### config.mk
export PLATFORM = sky130hd
export DESIGN_NAME = dram_addr_mux
export DESIGN_NICKNAME = d
export VERILOG_FILES = /design/src/rtl/dmx_pkg.sv /design/src/rtl/dmx_rowmap.sv /design/src/rtl/dmx_refcnt.sv /design/src/rtl/dmx_seq.sv /design/src/rtl/dram_addr_mux.sv
export SDC_FILE = /design/constraint.sdc
export NUM_CORES = 1
export LEC_CHECK = 0
export BUFFER_PORTS_ARGS = -buffer_cell sky130_fd_sc_hd__buf_4
export CORE_AREA = 3 3 84 86
export CTS_CLUSTER_SIZE = 10
export DETAILED_ROUTE_END_ITERATION = 7
export DIE_AREA = 0 0 87 89
export GPL_ROUTABILITY_DRIVEN = 0
export HOLD_SLACK_MARGIN = 0.05
export PLACE_DENSITY = 0.83
export SETUP_SLACK_MARGIN = 0.02
export SLEW_MARGIN = 20
export SYNTH_ARGS = -nofsm -noshare
export SYNTH_HDL_FRONTEND = slang
export SYNTH_SLANG_ARGS = --single-unit
export TNS_END_PERCENT = 10
### constraint.sdc
create_clock -name clk -period 3.7 [get_ports clk]
set_input_delay 0 -clock clk [delete_from_list [all_inputs] [get_ports clk]]
set_output_delay 0 -clock clk [all_outputs]
set_load 0.005 [all_outputs]
### src/rtl/dmx_pkg.sv
package dmx_pkg;

    localparam int ADDR_W = 20;
    localparam int PIN_W  = 10;
    localparam int DATA_W = 20;
    localparam int HIGH_BIT = ADDR_W - 1;          // row pin PIN_W-1 source
    localparam int ALT_BIT  = ADDR_W - PIN_W - 1;  // bit moved onto row pin 8

    typedef enum logic [2:0] {
        S_IDLE,
        S_ROW,
        S_COL,
        S_CAS,
        S_PRE,
        S_RCAS,
        S_RBOTH
    } phase_e;

    typedef struct packed {
        logic [ADDR_W-1:0] addr;
        logic [DATA_W-1:0] wdata;
        logic              wr;
        logic              page512;
    } job_t;

    function automatic logic [PIN_W-1:0] row_of(input logic [ADDR_W-1:0] a,
                                                  input logic page512);
        logic [PIN_W-1:0] r;
        r = a[ADDR_W-1 -: PIN_W];
        if (page512) r[PIN_W-2] = a[ALT_BIT];
        return r;
    endfunction

    function automatic logic [PIN_W-1:0] col_of(input logic [ADDR_W-1:0] a);
        return a[PIN_W-1:0];
    endfunction

endpackage

### src/rtl/dmx_rowmap.sv
module dmx_rowmap
    import dmx_pkg::*;
(
    input  logic [ADDR_W-1:0] addr,
    input  logic              page512,
    output logic [PIN_W-1:0]  row,
    output logic [PIN_W-1:0]  col
);
    always_comb begin
        row = row_of(addr, page512);
        col = col_of(addr);
    end
endmodule

### src/rtl/dmx_refcnt.sv
module dmx_refcnt
    import dmx_pkg::*;
(
    input  logic             clk,
    input  logic             rst,
    input  logic             step,
    output logic [PIN_W-1:0] count
);
    always_ff @(posedge clk) begin
        if (rst)       count <= '0;
        else if (step) count <= count + 1'b1;
    end


    refrow_step_chk: assert property (@(posedge clk) disable iff (rst)
        step |=> count == $past(count) + 1'b1);
endmodule

### src/rtl/dmx_seq.sv
module dmx_seq
    import dmx_pkg::*;
#(
    parameter int CAS_CLKS = 2,
    parameter int PRE_CLKS = 2,
    parameter int REF_CLKS = 2
)(
    input  logic              clk,
    input  logic              rst,
    input  logic              req,
    input  logic              wr,
    input  logic              cfg_normal,
    input  logic              cfg_page512,
    input  logic [ADDR_W-1:0] addr,
    input  logic [DATA_W-1:0] wdata,
    input  logic [DATA_W-1:0] dq_in,
    output phase_e            phase,
    output job_t              job,
    output logic              ack,
    output logic [DATA_W-1:0] rdata,
    output logic              ref_done
);
    localparam int MAXC = (CAS_CLKS > PRE_CLKS) ?
                          ((CAS_CLKS > REF_CLKS) ? CAS_CLKS : REF_CLKS) :
                          ((PRE_CLKS > REF_CLKS) ? PRE_CLKS : REF_CLKS);
    localparam int CW = $clog2(MAXC + 1);
    localparam logic [CW-1:0] CAS_LAST = CW'(CAS_CLKS - 1);
    localparam logic [CW-1:0] PRE_LAST = CW'(PRE_CLKS - 1);
    localparam logic [CW-1:0] REF_LAST = CW'(REF_CLKS - 1);

    logic [CW-1:0] cnt;

    assign ref_done = (phase == S_RBOTH) && (cnt == REF_LAST);

    always_ff @(posedge clk) begin
        if (rst) begin
            phase <= S_IDLE;
            cnt   <= '0;
            ack   <= 1'b0;
            rdata <= '0;
            job   <= '0;
        end else begin
            ack <= 1'b0;
            case (phase)
                S_IDLE: if (req) begin
                    job.addr    <= addr;
                    job.wdata   <= wdata;
                    job.wr      <= wr;
                    job.page512 <= cfg_page512;
                    phase       <= cfg_normal ? S_ROW : S_RCAS;
                    cnt         <= '0;
                end
                S_ROW:  phase <= S_COL;
                S_COL: begin
                    phase <= S_CAS;
                    cnt   <= '0;
                end
                S_CAS: if (cnt == CAS_LAST) begin
                    phase <= S_PRE;
                    cnt   <= '0;
                    ack   <= 1'b1;
                    if (!job.wr) rdata <= dq_in;
                end else begin
                    cnt <= cnt + 1'b1;
                end
                S_PRE: if (cnt == PRE_LAST) begin
                    phase <= S_IDLE;
                    cnt   <= '0;
                end else begin
                    cnt <= cnt + 1'b1;
                end
                S_RCAS: begin
                    phase <= S_RBOTH;
                    cnt   <= '0;
                end
                S_RBOTH: if (cnt == REF_LAST) begin
                    phase <= S_PRE;
                    cnt   <= '0;
                    ack   <= 1'b1;
                end else begin
                    cnt <= cnt + 1'b1;
                end
                default: phase <= S_IDLE;
            endcase
        end
    end


    ack_pulse_chk: assert property (@(posedge clk) disable iff (rst)
        ack |=> !ack);

    ack_into_pre_chk: assert property (@(posedge clk) disable iff (rst)
        ack |-> phase == S_PRE);
endmodule

### src/rtl/dram_addr_mux.sv
module dram_addr_mux
    import dmx_pkg::*;
#(
    parameter int CAS_CLKS = 2,
    parameter int PRE_CLKS = 2,
    parameter int REF_CLKS = 2
)(
    input  logic              clk,
    input  logic              rst,
    input  logic              cfg_normal,
    input  logic              cfg_page512,
    input  logic              req,
    input  logic              wr,
    input  logic [ADDR_W-1:0] addr,
    input  logic [DATA_W-1:0] wdata,
    output logic              ack,
    output logic [DATA_W-1:0] rdata,
    output logic [PIN_W-1:0]  dram_a,
    output logic              ras_n,
    output logic              cas_n,
    output logic              we_n,
    output logic [DATA_W-1:0] dq_out,
    output logic              dq_oe,
    input  logic [DATA_W-1:0] dq_in
);
    phase_e           phase;
    job_t             job;
    logic             ref_done;
    logic [PIN_W-1:0] row, col, refrow;
    logic             drive_wr;

    dmx_seq #(
        .CAS_CLKS(CAS_CLKS),
        .PRE_CLKS(PRE_CLKS),
        .REF_CLKS(REF_CLKS)
    ) u_seq (
        .clk(clk), .rst(rst), .req(req), .wr(wr),
        .cfg_normal(cfg_normal), .cfg_page512(cfg_page512),
        .addr(addr), .wdata(wdata), .dq_in(dq_in),
        .phase(phase), .job(job), .ack(ack), .rdata(rdata),
        .ref_done(ref_done)
    );

    dmx_rowmap u_map (
        .addr(job.addr), .page512(job.page512), .row(row), .col(col)
    );

    dmx_refcnt u_ref (
        .clk(clk), .rst(rst), .step(ref_done), .count(refrow)
    );

    always_comb begin
        drive_wr = job.wr && (phase == S_COL || phase == S_CAS);
        ras_n    = !(phase == S_ROW || phase == S_COL ||
                     phase == S_CAS || phase == S_RBOTH);
        cas_n    = !(phase == S_CAS || phase == S_RCAS || phase == S_RBOTH);
        we_n     = !drive_wr;
        dq_oe    = drive_wr;
        dq_out   = drive_wr ? job.wdata : '0;
        case (phase)
            S_ROW:          dram_a = row;
            S_COL, S_CAS:   dram_a = col;
            S_RCAS,S_RBOTH: dram_a = refrow;
            default:        dram_a = '0;
        endcase
    end


    precharge_min_chk: assert property (@(posedge clk) disable iff (rst)
        $rose(ras_n) |=> ras_n);

    we_inside_ras_chk: assert property (@(posedge clk) disable iff (rst)
        !we_n |-> !ras_n);

    cbr_order_chk: assert property (@(posedge clk) disable iff (rst)
        ($fell(cas_n) && ras_n) |=> !ras_n);

    ras_before_cas_chk: assert property (@(posedge clk) disable iff (rst)
        ($fell(cas_n) && !ras_n) |-> $past(!ras_n));

    refresh_no_write_chk: assert property (@(posedge clk) disable iff (rst)
        (!cas_n && ras_n) |-> we_n);
endmodule

==> out/metrics.cfg <==
[outcome]
status=finished clean

[floorplanning]
fp-row-count=29
initial_core_util=0.525
io_pins=121
core_mm2=0.00635
dieWidth_um=87
die_h_um=89
fp.dieArea_mm2=0.00774

[hold_path]
hold_class=input pin to register

[yosys]
ys_top_cells_by_area=dfxtp_1 (47%), nand2_1 (15%), a21oi_1 (10%), and2_1 (3.8%), a22oi_1 (2.3%)
syn_inst=430
synthArstFlopShare=0
synth_warnings=0
yosysSeqAreaShare=0.468
netlist.area_leader.share=0.468
synthesis.area_per_instance_um2=7.75
synth_cell_types=41
synth_nets=497
syn_area_mm2=0.00333
ys_seq_elements=78
netlist.top_cell.by_area=dfxtp_1
ys.flop_type=dfxtp_1
synth_edf_count=0

[final_layout]
final.fill_count=394
multiInputGateArea_mm2=0.00158
layout_commonest_cell=nand2_1
fin_nets=661
fin_cells=677
final_cell_mix=nand2_1 (135), buf_4 (123), dfxtp_1 (78)
drive_gt1_frac=0.250
areaGrowthSynthToFinish_pct=50.6
design_area_mm2=0.00502
sequential_cell_area_mm2=0.00156

[placed_design]
dp_hpwl_mm=6.09
port_buffers=120
place_area_mm2=0.00419
place_inst=597

[clock_tree]
cts_tree=done
cts.sinks=78
cts-root-buf=clkbuf_8
clkSlewWorstSetupHoldPaths_ns=0.08
clockBufferDepth=2
post-cts-setup-buffers=0
cts-resized-gates=0
clock_latency_ns=0.35
htree_levels=3
cts_buffers=9

[critical_path]
r2r_start=u_seq.phase[2]
crit_required_ns=3.70
reg2reg_slack_ns=1.43
worst_ep_arrival_time_ns=2.58
setup.worst_path.end=dq_out[10]
cpPeakStageDelay_ns=0.98
crit_chain=inv_1 > and3_1 > and2_1 > buf_4
r2r-end=u_seq.job[17]
path_max_fanout=32
start_kind=register
reg2regPathDepth=5
worstSetupPathType=register to output pin
setup.worst_path.end_class=output pin
crit_start=u_seq.phase[2]
critPathSlowestCell=dfxtp_1

[routing]
dr.pass1.iters=4
dr_wl_met2_mm=5.43
drt_iter0_drc=180
drt-vias-per-instance=5.26
ant_nets=0
wl_met3_um=681
dr_total_vias=3564
met1_length_mm=3.97
top_layer_used=met4
drc=0
wl_per_cell_um=15.3
routed_wl_mm=10.4

[timing]
finalSetupTns_ns=0
worst_pin_slew_ns=0.988
finalMaxSlewViolations=0
max_slew_margin=0.340
fmax_mhz=388
min_period_over_period=0.697
hold_violations=0
fin_skew_ns=0.00696
rsz0062_at_grt=false
finalSetupViolations=0
finalCriticalPeriod_ns=2.58

[power_and_ir_drop]
netSwitchingFraction=0.319
cell_internal_pwr_uw=1460
p_clk_frac=0.298
cellLeakagePower_uw=0.00201
power_density_mw_per_mm2=428
p_sw_uw=685
ir_drop_mv=0.338
power_frac_seq=0.468
comb_power_share=0.234

[global_routing]
overflow=0
antenna_found_initial=1
grt_pass1_vias=3482
grt_usage=0.266
grt_pass1_wl_mm=15.9
grt_max_degree=79

[job]
max_cap_violations=0

==> power by group through the flow <==
stage / clock [µW] / sequential (µW) / combinational (µW)
6_report: 641 / 1010 / 502
5_1_grt: 683 / 1020 / 556
4_1_cts: 643 / 1000 / 495
3_5_place_dp: 0 / 1020 / 439
3_3_place_gp: 0 / 1020 / 426
2_1_floorplan: 0 / 971 / 339
==> Yosys cell counts (2+ instances only) <==
cell type	number
clkbuf_1	14
nand3_1	4
buf_6	2
nor2_1	15
buf_2	14
nor3_1	6
inv_1	7
a22oi_1	10
a21oi_1	68
xnor2_1	7
a221oi_1	2
nor2_2	2
mux2_2	2
nand2_2	2
nor4_2	4
nand2b_1	2
nand2_1	135
o21ai_0	4
buf_4	2
a21o_1	2
o22ai_1	10
and2_1	20
dfxtp_1	78
==> metrics by stage <==
step	total power, µW	util	hold WS, ns	setup WS [ns]
after global routing	2260	0.790	0.151	0.925
final	2150	0.790	0.111	1.12
after CTS	2140	0.790	0.0745	1.15
after detailed placement	1460	0.660	0.255	1.48
after floorplan	1310	-	0.136	2.27
after global placement	1440	0.660	0.247	1.59
==> sequential cells by signal, summed over array words and instances (netlist names) <==
name / cells
u_ref.count: 10
u_seq.ack: 1
u_seq.cnt: 2
u_seq.job: 42
u_seq.phase: 3
u_seq.rdata: 20
==> kinds of logic (layout without fill, tap and decap cells) <==
group                    after synthesis  in the layout  share of synthesized area
AO/OA/AOI/OAI                        101            101                      0.170
XOR/XNOR                               8              8                     0.0210
adder cells (fa/ha/maj)                1              1                    0.00375
buffers and inverters                 40            209                     0.0571
flip-flops                            78             78                      0.468
multiplexers                           3              3                    0.00976
other                                  0              1                          0
AND/OR/NAND/NOR                      199            199                      0.270
==> layout make-up <==
| class | instances | area share |
|---|---|---|
| antenna | 1 | 0.000499 |
| clock buffer | 9 | 0.0247 |
| inverter | 7 | 0.00524 |
| clock inverter | 7 | 0.0145 |
| timing repair buffer | 186 | 0.310 |
| sequential | 78 | 0.311 |
| tap | 77 | 0.0192 |
| multi-input combinational | 312 | 0.315 |
==> repair_timing <==
action,CTS,global route
endpoints found under the setup margin,0,0
endpoints found under the hold margin,63,0
hold buffers,63,0
==> worst min-delay path by stage <==
stage              start             end  slack (ns)  cells after the start
2_1_floorplan   dq_in[0]  u_seq.rdata[0]        0.14                      2
3_3_place_gp   wdata[17]   u_seq.job[19]        0.25                      3
3_5_place_dp     addr[4]   u_seq.job[26]        0.25                      3
4_1_cts              req  u_seq.phase[0]        0.07                      5
5_1_grt              req  u_seq.phase[0]        0.15                      5
6_report             req    u_seq.cnt[1]        0.11                      4
==> critical path: cells and delay by family (launching register included) <==
kind,cells,cell delay [ns]
DFF,1,0.98
and+or+nand+nor,2,0.77
buffers and inverters,2,0.48
==> layer usage <==
metal  GRT usage  vias up
met3      0.0581       27
met5           0        -
li1            -     1756
met4       0.115        0
met2       0.494      145
met1       0.291     1636
(Power assumes the default switching activity.)
